## config.mk

```make
export PLATFORM = sky130hd
export DESIGN_NAME = ata_taskfile_ctrl
export DESIGN_NICKNAME = d
export VERILOG_FILES = /design/src/rtl/ata_tf_pkg.sv /design/src/rtl/ata_tf_regs.sv /design/src/rtl/ata_tf_ident.sv /design/src/rtl/ata_tf_seq.sv /design/src/rtl/ata_taskfile_ctrl.sv
export SDC_FILE = /design/constraint.sdc
export NUM_CORES = 1
export LEC_CHECK = 0
export ABC_AREA = 1
export BUFFER_PORTS_ARGS = -buffer_cell sky130_fd_sc_hd__clkbuf_2
export CAP_MARGIN = 25
export CELL_PAD_IN_SITES_DETAIL_PLACEMENT = 2
export CELL_PAD_IN_SITES_GLOBAL_PLACEMENT = 2
export CORE_MARGIN = 2
export CORE_UTILIZATION = 35
export DETAILED_ROUTE_END_ITERATION = 8
export GPL_TIMING_DRIVEN = 1
export PLACE_DENSITY_LB_ADDON = 0.1
export SYNTH_ARGS = -nofsm -noshare
export SYNTH_HDL_FRONTEND = slang
export SYNTH_SLANG_ARGS = --single-unit
```

## constraint.sdc

```tcl
create_clock -name clk -period 4 [get_ports clk]
set_input_delay 0.4 -clock clk [delete_from_list [all_inputs] [get_ports clk]]
set_output_delay 0.4 -clock clk [all_outputs]
set_load 0.005 [all_outputs]
```

## src/rtl/ata_tf_pkg.sv

```systemverilog
package ata_tf_pkg;

    localparam int LBA_W = 24;

    localparam logic [2:0] OFS_DATA    = 3'd0;
    localparam logic [2:0] OFS_COUNT   = 3'd2;
    localparam logic [2:0] OFS_LBA0    = 3'd3;
    localparam logic [2:0] OFS_LBA1    = 3'd4;
    localparam logic [2:0] OFS_LBA2    = 3'd5;
    localparam logic [2:0] OFS_DEVICE  = 3'd6;
    localparam logic [2:0] OFS_CMDSTAT = 3'd7;

    localparam logic [7:0] OP_RD_DMA = 8'hC8;
    localparam logic [7:0] OP_WR_DMA = 8'hCA;
    localparam logic [7:0] OP_FLUSH  = 8'hE7;
    localparam logic [7:0] OP_IDENT  = 8'hEC;

    // field order matches the bit positions the host decodes
    typedef struct packed {
        logic bsy;
        logic drdy;
        logic df;
        logic rsv4;
        logic drq;
        logic rsv2;
        logic rsv1;
        logic err;
    } tf_status_t;

    typedef enum logic [2:0] {
        SQ_IDLE,
        SQ_ID_PREP,
        SQ_ID_XFER,
        SQ_FLUSH,
        SQ_DMA
    } seq_state_t;

    typedef enum logic [1:0] {
        CK_IDENT,
        CK_FLUSH,
        CK_DMA,
        CK_BAD
    } cmd_kind_t;

    typedef struct packed {
        logic             to_host;
        logic [LBA_W-1:0] lba;
        logic [7:0]       count;
    } dma_desc_t;

    function automatic cmd_kind_t classify(input logic [7:0] op);
        cmd_kind_t k;
        case (op)
            OP_IDENT:             k = CK_IDENT;
            OP_FLUSH:             k = CK_FLUSH;
            OP_RD_DMA, OP_WR_DMA: k = CK_DMA;
            default:              k = CK_BAD;
        endcase
        return k;
    endfunction

endpackage

```

## src/rtl/ata_tf_regs.sv

```systemverilog
module ata_tf_regs
    import ata_tf_pkg::*;
(
    input  logic             clk,
    input  logic             rst,
    input  logic             wr_en,
    input  logic [2:0]       addr,
    input  logic [7:0]       wdata,
    output logic [7:0]       count,
    output logic [LBA_W-1:0] lba,
    output logic [7:0]       device
);

    localparam int LBA_BYTES = LBA_W / 8;

    logic [7:0] lba_byte [LBA_BYTES];

    always_ff @(posedge clk) begin
        if (rst) begin
            count  <= '0;
            device <= '0;
        end else if (wr_en) begin
            if (addr == OFS_COUNT)  count  <= wdata;
            if (addr == OFS_DEVICE) device <= wdata;
        end
    end

    for (genvar b = 0; b < LBA_BYTES; b++) begin : g_lba
        localparam logic [2:0] MY_OFS = OFS_LBA0 + 3'(b);
        always_ff @(posedge clk) begin
            if (rst)                            lba_byte[b] <= '0;
            else if (wr_en && addr == MY_OFS)   lba_byte[b] <= wdata;
        end
        assign lba[8*b +: 8] = lba_byte[b];

        // a write elsewhere never disturbs this byte
        assert_lba_byte_hold_R1: assert property (@(posedge clk) disable iff (rst)
            !(wr_en && addr == MY_OFS) |=> $stable(lba_byte[b]));
    end

endmodule

```

## src/rtl/ata_tf_ident.sv

```systemverilog
module ata_tf_ident #(
    parameter int ID_WORDS     = 256,
    parameter int SERIAL_LEN   = 20,
    parameter int REV_LEN      = 8,
    parameter int SERIAL_WORD  = 10,
    parameter int REV_WORD     = 23,
    parameter int CACHE_WORD   = 85,
    parameter int CACHE_BIT    = 5,
    parameter logic [8*SERIAL_LEN-1:0] SERIAL_TEXT = "testdisk            ",
    parameter logic [8*REV_LEN-1:0]    REV_TEXT    = "version "
) (
    input  logic        clk,
    input  logic        rst,
    input  logic        start,
    input  logic        advance,
    output logic [15:0] word,
    output logic        last
);

    localparam int IDX_W = $clog2(ID_WORDS);

    logic [IDX_W-1:0] idx_q;

    // first character of each pair goes to the high byte
    function automatic logic [15:0] word_at(input logic [IDX_W-1:0] i);
        logic [15:0] w;
        int ii;
        int k;
        w  = '0;
        ii = int'(i);
        if (ii >= SERIAL_WORD && ii < SERIAL_WORD + SERIAL_LEN / 2) begin
            k = 2 * (ii - SERIAL_WORD);
            w = {SERIAL_TEXT[8*(SERIAL_LEN-1-k) +: 8],
                 SERIAL_TEXT[8*(SERIAL_LEN-2-k) +: 8]};
        end else if (ii >= REV_WORD && ii < REV_WORD + REV_LEN / 2) begin
            k = 2 * (ii - REV_WORD);
            w = {REV_TEXT[8*(REV_LEN-1-k) +: 8],
                 REV_TEXT[8*(REV_LEN-2-k) +: 8]};
        end else if (ii == CACHE_WORD) begin
            w[CACHE_BIT] = 1'b1;
        end
        return w;
    endfunction

    always_ff @(posedge clk) begin
        if (rst || start) idx_q <= '0;
        else if (advance) idx_q <= idx_q + 1'b1;
    end

    assign word = word_at(idx_q);
    assign last = (idx_q == IDX_W'(ID_WORDS - 1));

    // the stream position moves only on a data read or a restart
    assert_idx_hold_R3: assert property (@(posedge clk) disable iff (rst)
        (!advance && !start) |=> $stable(idx_q));

endmodule

```

## src/rtl/ata_tf_seq.sv

```systemverilog
module ata_tf_seq
    import ata_tf_pkg::*;
(
    input  logic             clk,
    input  logic             rst,
    input  logic             cmd_wr,
    input  logic [7:0]       cmd_op,
    input  logic             status_rd,
    input  logic             id_adv,
    input  logic             id_last,
    input  logic             flush_ack,
    input  logic             dma_done,
    input  logic [7:0]       count,
    input  logic [LBA_W-1:0] lba,
    output tf_status_t       status,
    output logic             irq,
    output logic             id_start,
    output logic             flush_req,
    output logic             dma_req,
    output dma_desc_t        desc
);

    seq_state_t state_q;
    logic       err_q;
    logic       irq_q;
    dma_desc_t  desc_q;
    cmd_kind_t  kind;
    logic       busy;
    logic       accept;
    logic       done_evt;

    assign kind   = classify(cmd_op);
    assign busy   = (state_q == SQ_ID_PREP) || (state_q == SQ_FLUSH) || (state_q == SQ_DMA);
    assign accept = cmd_wr && !busy;

    always_comb begin
        done_evt = 1'b0;
        case (state_q)
            SQ_ID_PREP: done_evt = 1'b1;
            SQ_FLUSH:   done_evt = flush_ack;
            SQ_DMA:     done_evt = dma_done;
            default:    done_evt = accept && (kind == CK_BAD);
        endcase
    end

    always_ff @(posedge clk) begin
        if (rst) begin
            state_q <= SQ_IDLE;
            err_q   <= 1'b0;
            irq_q   <= 1'b0;
            desc_q  <= '0;
        end else begin
            if (done_evt)       irq_q <= 1'b1;
            else if (status_rd) irq_q <= 1'b0;

            case (state_q)
                SQ_ID_PREP: state_q <= SQ_ID_XFER;
                SQ_ID_XFER: if (id_adv && id_last) state_q <= SQ_IDLE;
                SQ_FLUSH:   if (flush_ack) state_q <= SQ_IDLE;
                SQ_DMA:     if (dma_done)  state_q <= SQ_IDLE;
                default:    state_q <= SQ_IDLE;
            endcase

            if (accept) begin
                err_q <= (kind == CK_BAD);
                case (kind)
                    CK_IDENT: state_q <= SQ_ID_PREP;
                    CK_FLUSH: state_q <= SQ_FLUSH;
                    CK_DMA: begin
                        state_q        <= SQ_DMA;
                        desc_q.to_host <= (cmd_op == OP_RD_DMA);
                        desc_q.lba     <= lba;
                        desc_q.count   <= count;
                    end
                    default:  state_q <= SQ_IDLE;
                endcase
            end
        end
    end

    always_comb begin
        status      = '0;
        status.bsy  = busy;
        status.drdy = 1'b1;
        status.drq  = (state_q == SQ_ID_XFER);
        status.err  = err_q;
    end

    assign irq       = irq_q;
    assign id_start  = accept && (kind == CK_IDENT);
    assign flush_req = (state_q == SQ_FLUSH);
    assign dma_req   = (state_q == SQ_DMA);
    assign desc      = desc_q;

    assert_bsy_drq_excl_R2: assert property (@(posedge clk) disable iff (rst)
        !(status.bsy && status.drq) && !status.df);

    assert_irq_cleared_R7: assert property (@(posedge clk) disable iff (rst)
        (status_rd && !done_evt) |=> !irq);

    assert_busy_cmd_ignored_R8: assert property (@(posedge clk) disable iff (rst)
        (busy && cmd_wr && !done_evt) |=> ($stable(state_q) && $stable(err_q)));

    assert_bad_op_R9: assert property (@(posedge clk) disable iff (rst)
        (accept && kind == CK_BAD) |=> (err_q && irq && !busy));

    assert_flush_hold_R5: assert property (@(posedge clk) disable iff (rst)
        (flush_req && !flush_ack) |=> (flush_req && status.bsy));

    assert_dma_desc_stable_R6: assert property (@(posedge clk) disable iff (rst)
        (dma_req && !dma_done) |=> (dma_req && $stable(desc_q)));

    assert_ident_end_R3: assert property (@(posedge clk) disable iff (rst)
        (status.drq && id_adv && id_last && !cmd_wr) |=> (!status.drq && !busy));

endmodule

```

## src/rtl/ata_taskfile_ctrl.sv

```systemverilog
module ata_taskfile_ctrl
    import ata_tf_pkg::*;
#(
    parameter int ID_WORDS   = 256,
    parameter int SERIAL_LEN = 20,
    parameter int REV_LEN    = 8,
    parameter logic [8*SERIAL_LEN-1:0] SERIAL_TEXT = "testdisk            ",
    parameter logic [8*REV_LEN-1:0]    REV_TEXT    = "version "
) (
    input  logic        clk,
    input  logic        rst,
    input  logic [2:0]  io_addr,
    input  logic        io_wr,
    input  logic        io_rd,
    input  logic [7:0]  io_wdata,
    output logic [15:0] io_rdata,
    output logic        irq,
    output logic        flush_req,
    input  logic        flush_ack,
    output logic        dma_req,
    output logic        dma_to_host,
    output logic [23:0] dma_lba,
    output logic [7:0]  dma_count,
    input  logic        dma_done
);

    logic [7:0]       r_count;
    logic [LBA_W-1:0] r_lba;
    logic [7:0]       r_device;
    tf_status_t       status;
    dma_desc_t        desc;
    logic             id_start;
    logic             id_adv;
    logic             id_last;
    logic [15:0]      id_word;
    logic             cmd_wr;
    logic             status_rd;

    assign cmd_wr    = io_wr && (io_addr == OFS_CMDSTAT);
    assign status_rd = io_rd && (io_addr == OFS_CMDSTAT);
    assign id_adv    = io_rd && (io_addr == OFS_DATA) && status.drq;

    ata_tf_regs u_regs (
        .clk    (clk),
        .rst    (rst),
        .wr_en  (io_wr),
        .addr   (io_addr),
        .wdata  (io_wdata),
        .count  (r_count),
        .lba    (r_lba),
        .device (r_device)
    );

    ata_tf_ident #(
        .ID_WORDS    (ID_WORDS),
        .SERIAL_LEN  (SERIAL_LEN),
        .REV_LEN     (REV_LEN),
        .SERIAL_TEXT (SERIAL_TEXT),
        .REV_TEXT    (REV_TEXT)
    ) u_ident (
        .clk     (clk),
        .rst     (rst),
        .start   (id_start),
        .advance (id_adv),
        .word    (id_word),
        .last    (id_last)
    );

    ata_tf_seq u_seq (
        .clk       (clk),
        .rst       (rst),
        .cmd_wr    (cmd_wr),
        .cmd_op    (io_wdata),
        .status_rd (status_rd),
        .id_adv    (id_adv),
        .id_last   (id_last),
        .flush_ack (flush_ack),
        .dma_done  (dma_done),
        .count     (r_count),
        .lba       (r_lba),
        .status    (status),
        .irq       (irq),
        .id_start  (id_start),
        .flush_req (flush_req),
        .dma_req   (dma_req),
        .desc      (desc)
    );

    always_comb begin
        case (io_addr)
            OFS_DATA:    io_rdata = status.drq ? id_word : 16'h0000;
            OFS_COUNT:   io_rdata = {8'h00, r_count};
            OFS_LBA0:    io_rdata = {8'h00, r_lba[7:0]};
            OFS_LBA1:    io_rdata = {8'h00, r_lba[15:8]};
            OFS_LBA2:    io_rdata = {8'h00, r_lba[23:16]};
            OFS_DEVICE:  io_rdata = {8'h00, r_device};
            OFS_CMDSTAT: io_rdata = {8'h00, status};
            default:     io_rdata = 16'h0000;
        endcase
    end

    assign dma_to_host = desc.to_host;
    assign dma_lba     = desc.lba;
    assign dma_count   = desc.count;

    // the DMA request and the flush request are never pending together
    assert_single_job_R6: assert property (@(posedge clk) disable iff (rst)
        !(dma_req && flush_req));

endmodule

```

==> results.cfg <==
[power_and_ir_drop]
power.clock.fraction = 0.436
switchingPower_mw = 0.477
power_density_mw_per_mm2 = 364
ir_worst_vdd_uv = 168
power_frac_comb = 0.064
total_power_mw = 1.85
p_seq_frac = 0.500
switching_share = 0.257
p_leak_nw = 2.34
p_int_mw = 1.38

[synth]
synthAdderAreaFrac = 0.0173
yosysTopAreaCell = dfxtp_1
syn_area_mm2 = 0.00434
synthMuxAreaShare = 0
ys_seq_area_frac = 0.452
synthFlopType = dfxtp_1
synth_xor_area_frac = 0.00202
synth-compound-area-share = 0.185
synth_nets = 596
postSynth.asyncResetShare = 0
syn_avg_cell_area_um2 = 7.57
synth_top_area_frac = 0.286
synth_edf_count = 24
yosysUniqueCellTypes = 45
netlist_top_cells_area = dfxtp_1, edfxtp_1, nand2_1
synth.cells.most_frequent = nand2_1, inv_1, nor2_1, dfxtp_1, a21oi_1
synth_top_family_by_area = simple AND/OR/NAND/NOR gates
synth.most_common_cell = nand2_1
synth-warning-count = 0
syn_inst = 573
yosys.area_share.simple = 0.240
synth_seq_cells = 86

[setup_path]
arrival_ps = 2520
worstPathCellList = inv_1 -> ha_1 -> inv_1 -> a21oi_1 -> nand2_1 -> nand2_1 -> clkinv_1 -> nand2_1 -> nand2_1 -> nand3_1 -> clkbuf_2
critical_path_class = reg2out
crit_path_max_fanout = 11
crit_family = simple AND/OR/NAND/NOR gates
slowest_stage = dfxtp_1
rr_startpoint = u_seq.state_q[0]
crit_path_end_kind = primary output
start_kind = flip-flop
critPathRequiredTime_ps = 3600
cpPeakStageDelay_ps = 390
crit_path_frequent_cell = nand2_1
critPathBufInv = 4
crit_start = u_ident.idx_q[1]

[global_routing]
first_global_vias = 4423
grt_max_degree = 57
antenna_found_initial = 0
grt_pass1_wl_um = 24300
overflow = 0
use_met2 = 0.387
use_met1 = 0.332
gr-max-usage-layer = met2
grtUsageTotal = 0.238
use_met3 = 0.0332

[hold_path]
hp-start = rst
hold_class = in2reg

[route]
dr_total_vias = 4199
ant_nets = 0
routed_wl_um = 15000
dr.pass1.iters = 4
via_per_inst = 5.18
drc_errors = 0
wire_per_inst_um = 18.5
first_iter_violations = 192

[sta]
relSlewSlack = 0.543
finalClockSkew_ps = 7.13
layout_min_cycle_time_ps = 2920
fin_hold_ws_ps = 364
layout_setup_ws_ps = 1080
worst_pin_slew_ps = 681
max_freq_ghz = 0.343
setup_viol = 0
hold_viol = 0
rsz0062_at_grt = no
tns_ps = 0
report.final.slew_viol_count = 0
fin_crit_sh = 0.729

[floorplan]
ios = 69
die_w_um = 115
die_y_um = 115
dieArea_mm2 = 0.0133
row_count = 40
core_area_mm2 = 0.0121
start_util = 0.360

[clock_network]
cts_tree = done
cts_buffer_depth = 2
cts_resized = 0
clk_pin_slew_ps = 70
cts_hold_buf = 0
cts_buffers = 9
clock_sinks = 86
clockRootBuffer = clkbuf_16
cts_setup_buffers = 0
insertion_delay_ps = 350
htree_levels = 3

[finish]
synthToLayoutAreaGrowth_pct = 17.4
final_util = 0.422
antennaDiodeCount = 0
drive_gt1_frac = 0.199
nFillCells = 1424
nets = 661

[place]
dp_hpwl_um = 11500
io_buffers = 67
gp_congestion = 0.824
post-place-ws_ps = 1430

[outcome]
status = completed

[run]
drv_cap = 0
## through the flow
stage / instances / area, um2
finish: 811 / 5090
global route: 811 / 5090
CTS: 811 / 5090
detailed placement: 795 / 4810
global placement: 794 / 4810
floorplan: 573 / 4340
## path summary, 6_finish.rpt
path / endpoint / slack, ps / cells past startpoint
worst min-delay path: u_regs.device[5] / 360 / 2
worst max-delay path: io_rdata[3] / 1080 / 11
worst max register to register: u_seq.desc[25] / 2030 / 9
worst min register to register: u_regs.device[1] / 460 / 2
## layout make-up
| cell class | instances | area (um2) | share of cell area |
|---|---|---|---|
| inverter | 88 | 333 | 0.0653 |
| clock inverter | 7 | 56.3 | 0.0111 |
| tap | 168 | 210 | 0.0413 |
| timing repair buffer | 72 | 370 | 0.0727 |
| clock buffer | 9 | 225 | 0.0442 |
| multi-input combinational | 381 | 1940 | 0.380 |
| sequential | 86 | 1960 | 0.385 |
## power groups by stage
stage / combinational (mW) / sequential, mW / clock [mW]
after floorplan: 0.0601 / 0.942 / 0
after global placement: 0.112 / 0.946 / 0
after detailed placement: 0.118 / 0.948 / 0
after CTS: 0.119 / 0.928 / 0.823
after global routing: 0.131 / 0.930 / 0.859
final: 0.118 / 0.928 / 0.808
## registers in the layout, indices dropped and copies added, names as in the netlist
register / flops
u_seq.err_q: 1
u_regs.count: 8
u_seq.state_q: 3
u_regs.device: 8
u_regs.lba_byte: 24
u_ident.idx_q: 8
u_seq.desc: 33
u_seq.irq: 1
## cell families (layout without fill, tap and decap cells)
| group | count (synthesis) | in the layout |
|---|---|---|
| AOI/OAI and AO/OA | 145 | 145 |
| xor gates and xnor gates | 1 | 1 |
| DFF | 86 | 86 |
| adders and majority gates | 6 | 6 |
| buffers and inverters | 106 | 176 |
| other | 1 | 1 |
| and+or+nand+nor | 228 | 228 |
## per-layer routing
metal	share of wire	vias to the layer above
met3	0.034	16
met4	0.014	0
li1	-	2022
met1	0.48	2073
met5	0	-
met2	0.47	88
## cell usage in the layout, fill, tap and decap left out, types with 2 or more instances in the layout
cell	count
edfxtp_1	24
a21oi_1	54
clkinvlp_4	2
nand2_2	6
a221oi_1	2
o21ai_0	51
clkbuf_16	9
o22ai_1	13
ha_1	6
a21oi_2	4
nor4_1	2
inv_1	75
o21ai_1	7
nor2_4	3
dfxtp_1	62
clkbuf_2	67
nand2_1	84
nand3_1	32
o211ai_1	2
inv_2	9
o221ai_1	2
nand4_1	2
clkinv_1	4
a211oi_1	4
a31oi_1	2
a22oi_1	2
buf_4	4
nor2_1	75
nor3_1	7
inv_6	2
nor2_2	6
nand3_2	4
No activity file was read; power rests on OpenSTA's default activity.
